==> src/rtl/chr_map_pkg.sv <==
package chr_map_pkg;
  // two wide windows, four narrow windows, one mode register
  localparam int BIG_CNT = 2;
  localparam int SML_CNT = 4;
  localparam int CTRL_OFS = BIG_CNT + SML_CNT;
  localparam int REG_CNT = CTRL_OFS + 1;
  // positions inside the mode register
  localparam int MIRROR_BIT = 0;
  localparam int SWAP_BIT = 1;
endpackage

==> src/rtl/chr_reg_file.sv <==
module chr_reg_file
  import chr_map_pkg::*;
#(
  parameter int ADDR_W = 16,
  parameter int BANK_W = 8,
  parameter logic [ADDR_W-1:0] REG_BASE = 16'h7EF0
) (
  input  logic clk,
  input  logic rst,
  input  logic wr_en,
  input  logic [ADDR_W-1:0] wr_addr,
  input  logic [BANK_W-1:0] wr_data,
  output logic [BIG_CNT-1:0][BANK_W-2:0] big_q,
  output logic [SML_CNT-1:0][BANK_W-1:0] sml_q,
  output logic swap_q,
  output logic vert_q
);
  logic [ADDR_W-1:0] rel;
  logic hit;

  assign rel = wr_addr - REG_BASE;
  assign hit = wr_en && (rel < ADDR_W'(REG_CNT));

  for (genvar g = 0; g < BIG_CNT; g++) begin : g_big
    always_ff @(posedge clk) begin
      if (rst) big_q[g] <= '0;
      else if (hit && rel == ADDR_W'(g)) big_q[g] <= wr_data[BANK_W-1:1];
    end
  end

  for (genvar g = 0; g < SML_CNT; g++) begin : g_sml
    always_ff @(posedge clk) begin
      if (rst) sml_q[g] <= '0;
      else if (hit && rel == ADDR_W'(BIG_CNT + g)) sml_q[g] <= wr_data;
    end
  end

  always_ff @(posedge clk) begin
    if (rst) begin
      swap_q <= 1'b0;
      vert_q <= 1'b0;
    end else if (hit && rel == ADDR_W'(CTRL_OFS)) begin
      swap_q <= wr_data[SWAP_BIT];
      vert_q <= wr_data[MIRROR_BIT];
    end
  end
endmodule

==> src/rtl/chr_slot_sel.sv <==
module chr_slot_sel
  import chr_map_pkg::*;
#(
  parameter int BANK_W = 8
) (
  input  logic [2:0] ppu_a,
  input  logic swap,
  input  logic [BIG_CNT-1:0][BANK_W-2:0] big_q,
  input  logic [SML_CNT-1:0][BANK_W-1:0] sml_q,
  output logic [BANK_W-1:0] chr_a
);
  logic eff_hi;

  // the swap bit flips A12 before the slot lookup
  assign eff_hi = ppu_a[2] ^ swap;

  always_comb begin
    if (!eff_hi) chr_a = {big_q[ppu_a[1]], ppu_a[0]};
    else         chr_a = sml_q[ppu_a[1:0]];
  end
endmodule

==> src/rtl/chr_mirror.sv <==
module chr_mirror (
  input  logic [1:0] ppu_a_lo,
  input  logic vert,
  output logic ciram_a10
);
  // vertical follows A10, horizontal follows A11
  assign ciram_a10 = vert ? ppu_a_lo[0] : ppu_a_lo[1];
endmodule

==> src/rtl/chr_bank_mapper.sv <==
module chr_bank_mapper
  import chr_map_pkg::*;
#(
  parameter int ADDR_W = 16,
  parameter int BANK_W = 8,
  parameter logic [ADDR_W-1:0] REG_BASE = 16'h7EF0
) (
  input  logic clk,
  input  logic rst,
  input  logic wr_en,
  input  logic [ADDR_W-1:0] wr_addr,
  input  logic [BANK_W-1:0] wr_data,
  input  logic [2:0] ppu_a,
  output logic [BANK_W-1:0] chr_a,
  output logic ciram_a10
);
  logic [BIG_CNT-1:0][BANK_W-2:0] big_q;
  logic [SML_CNT-1:0][BANK_W-1:0] sml_q;
  logic swap_q;
  logic vert_q;

  chr_reg_file #(.ADDR_W(ADDR_W), .BANK_W(BANK_W), .REG_BASE(REG_BASE)) regs_i (
    .clk(clk), .rst(rst), .wr_en(wr_en), .wr_addr(wr_addr), .wr_data(wr_data),
    .big_q(big_q), .sml_q(sml_q), .swap_q(swap_q), .vert_q(vert_q)
  );

  chr_slot_sel #(.BANK_W(BANK_W)) sel_i (
    .ppu_a(ppu_a), .swap(swap_q), .big_q(big_q), .sml_q(sml_q), .chr_a(chr_a)
  );

  chr_mirror mir_i (
    .ppu_a_lo(ppu_a[1:0]), .vert(vert_q), .ciram_a10(ciram_a10)
  );
endmodule

==> config.mk <==
export PLATFORM = sky130hd
export DESIGN_NAME = chr_bank_mapper
export DESIGN_NICKNAME = d
export VERILOG_FILES = /design/src/rtl/chr_map_pkg.sv /design/src/rtl/chr_reg_file.sv /design/src/rtl/chr_slot_sel.sv /design/src/rtl/chr_mirror.sv /design/src/rtl/chr_bank_mapper.sv
export SDC_FILE = /design/constraint.sdc
export NUM_CORES = 1
export LEC_CHECK = 0
export BUFFER_PORTS_ARGS = -buffer_cell sky130_fd_sc_hd__buf_2
export CORE_ASPECT_RATIO = 1.1
export CORE_MARGIN = 4
export CORE_UTILIZATION = 60
export DETAILED_ROUTE_END_ITERATION = 12
export GPL_TIMING_DRIVEN = 0
export HOLD_SLACK_MARGIN = 0.03
export PLACE_DENSITY = 0.84
export RECOVER_POWER = 50
export SLEW_MARGIN = 25
export SYNTH_ARGS = -nofsm -noshare
export SYNTH_HDL_FRONTEND = slang
export SYNTH_SLANG_ARGS = --single-unit
==> constraint.sdc <==
create_clock -name clk -period 3.9 [get_ports clk]
set_input_delay 0.39 -clock clk [delete_from_list [all_inputs] [get_ports clk]]
set_output_delay 0.39 -clock clk [all_outputs]
set_load 0.02 [all_outputs]
==> results.yml <==
outcome:
  outcome: "complete, no violations"
timing:
  rsz0062_at_grt: "false"
  fin_skew_ns: 0
  tightest_slew_ns: 0.686
  worst_slack_ns: 1.60
  tns_ns: 0
  finalHoldViolCount: 0
  post-route-min-period_ns: 2.30
  max_freq_ghz: 0.435
  finalSetupViolations: 0
  finalCritPeriodShare: 0.589
  drv_slew: 0
  max_slew_margin: 0.538
cells_and_area:
  seq_area_um2: 961
  nFillCells: 302
  final_layout_size_suffix_gt1_frac: 0.223
  layout.nets: 289
  multi_input_area_mm2: 0.00131
  design_area_mm2: 0.00266
  antenna_cells: 0
  area_growth_pct: 11.9
  postLayoutCoreUtil: 0.710
  stdcell_count: 310
route:
  avgViaCountPerCell: 5.48
  wirelength_mm: 5.15
  ant_nets: 0
  dr.pass1.iters: 4
  wl_per_cell_um: 16.6
  drtIter0Drc: 79
  vias: 1698
  drc: 0
clock_network:
  htreeDepth: 2
  ctsResizeCount: 0
  cts_hold_buf: 0
  numClockSinks: 48
  clock_path_buffers: 2
  cts_tree: "yes"
  cts_root_buffer: "clkbuf_8"
  cts_setup_buffers: 0
  cts_buffers: 5
  clk_pin_slew_ns: 0.08
  clock_latency_ns: 0.29
synth:
  async_flop_share: 0
  ys_warn_count: 0
  syn_inst: 217
  avgSynthCellArea_um2: 10.9
  syn_area_mm2: 0.00237
  syn-num-nets: 247
  yosysTopAreaCellShare: 0.405
  ys.flop_type: "dfxtp_1"
  synth_edf_count: 0
  ys_seq_elements: 48
  synth.distinct_cells: 23
  ys_top_cells_by_area: "dfxtp_1, mux2i_1, nand2b_1"
  yosysTopAreaCell: "dfxtp_1"
  ys_seq_area_frac: 0.405
  synthTopCellsByCount: "mux2i_1, nand2b_1, dfxtp_1"
power:
  internal-power_w: 0.000664
  combPwrFrac: 0.077
  leakagePower_nw: 1.26
  seqPwrFrac: 0.570
  max-vdd-ir-drop_v: 0.000236
  powerDensity_mw_per_mm2: 324
  p_clk_frac: 0.353
  power.switching_w: 0.000195
  netSwitchingFraction: 0.227
floorplanning:
  std_cell_rows: 23
  die_width_um: 68.0
  coreArea_mm2: 0.00374
  initial_utilization: 0.634
  die_area_mm2: 0.00502
  die_h_um: 73.9
  io_pins: 39
place:
  placed_cell_area_mm2: 0.00261
  port_buffers: 35
  pre_cts_slack_ns: 1.77
  dpl.cell_count: 302
  gp_congestion: 0.767
  hpwl_mm: 3.71
grt:
  grt_pass1_wl_mm: 8.59
  grt_max_degree: 15
  grt_pass1_vias: 1763
  grt_overflow: 0
  antenna_found_initial: 0
  track_usage: 0.233
critical_path:
  crit_type: "flop to output pin"
  critPathTopFamily: "buffers and inverters"
  arrival_ns: 1.91
  path_buf_inv: 2
  critical_path_required_ns: 3.51
  crit_path_end_kind: "output pin"
  setup.worst_path.start_class: "flop"
  cpPeakStageDelay_ns: 0.48
  slowest_stage: "xor2_1"
  path_max_fanout: 10
  path_cells: "xor2_1, clkbuf_1, nand2_1, o21ai_0, buf_2"
run:
  cap_violations: 0
hold_path:
  hold_path.class: "primary input to flop"
-- layout by cell type, fill, tap and decap left out, types with 2 or more instances in the layout --
| cell | count |
|---|---|
| nand2b_1 | 57 |
| nand2_1 | 9 |
| clkbuf_8 | 6 |
| nor4_1 | 2 |
| nand3_2 | 2 |
| buf_2 | 38 |
| mux2i_1 | 57 |
| nand3b_1 | 2 |
| dfxtp_1 | 48 |
| o21ai_0 | 7 |
| nand3_1 | 2 |
| clkbuf_1 | 10 |
| mux4_2 | 7 |
| nor2_1 | 2 |
-- cell type report --
cell class | instances | area share
Buffer | 12 | 0.0184
Clock buffer | 7 | 0.0325
Clock inverter | 1 | 0.00283
Multi-Input combinational cell | 157 | 0.495
Sequential cell | 48 | 0.362
Tap cell | 50 | 0.0236
Timing Repair Buffer | 35 | 0.0660
-- power groups by stage --
stage                     clock network, W  logic (W)  registers [W]
after floorplan                          0  0.0000407       0.000501
after global placement                   0  0.0000685       0.000501
after detailed placement                 0  0.0000690       0.000501
after CTS                         0.000310  0.0000692       0.000490
after global routing              0.000329  0.0000720       0.000490
final                             0.000304  0.0000662       0.000489
-- metrics by stage --
stage,total power (W),hold slack [ns]
3_3_place_gp,0.000570,0.458
5_1_grt,0.000891,0.497
4_1_cts,0.000869,0.464
2_1_floorplan,0.000542,0.448
3_5_place_dp,0.000570,0.464
6_report,0.000859,0.459
-- worst reg2reg max path: stages (launching register included) --
cell and delay (ns):
dfxtp_1 0.34, nand2b_1 0.06, mux2i_1 0.18
-- path summary, 6_finish.rpt --
| check | slack, ns | to | startpoint | depth (start not counted) |
|---|---|---|---|---|
| worst max-delay path | 1.60 | chr_a[7] | regs_i.swap_q$_SDFFE_PP0P_ | 5 |
| worst min-delay path | 0.46 | regs_i.vert_q$_SDFFE_PP0P_ | wr_data[0] | 3 |
| worst max register to register | 3.23 | regs_i.sml_q[7]$_SDFFE_PP0P_ | regs_i.sml_q[7]$_SDFFE_PP0P_ | 2 |
| worst min register to register | 0.48 | regs_i.sml_q[25]$_SDFFE_PP0P_ | regs_i.sml_q[25]$_SDFFE_PP0P_ | 2 |
-- per-layer routing --
| layer | routed length [um] | up-vias | share of wire | global-route usage |
|---|---|---|---|---|
| met1 | 2280 | 825 | 0.44 | 0.293 |
| met5 | 0 | - | 0 | 0 |
| met3 | 151 | 7 | 0.029 | 0.0317 |
| li1 | - | 838 | - | - |
| met4 | 72 | 0 | 0.014 | 0.0883 |
| met2 | 2640 | 28 | 0.51 | 0.401 |
-- sequential cells by signal (all words and copies together) (netlist names) --
| name | cells |
|---|---|
| regs_i.swap_q | 1 |
| regs_i.big_q | 14 |
| regs_i.vert_q | 1 |
| regs_i.sml_q | 32 |
-- cells by family after synthesis --
family	share of synthesized area
AO/OA/AOI/OAI	0.0185
XOR/XNOR	0.00369
buffers and inverters	0.0243
flip-flops	0.405
multiplexers	0.312
AND/OR/NAND/NOR	0.237
Power figures use the tool's default switching activity.
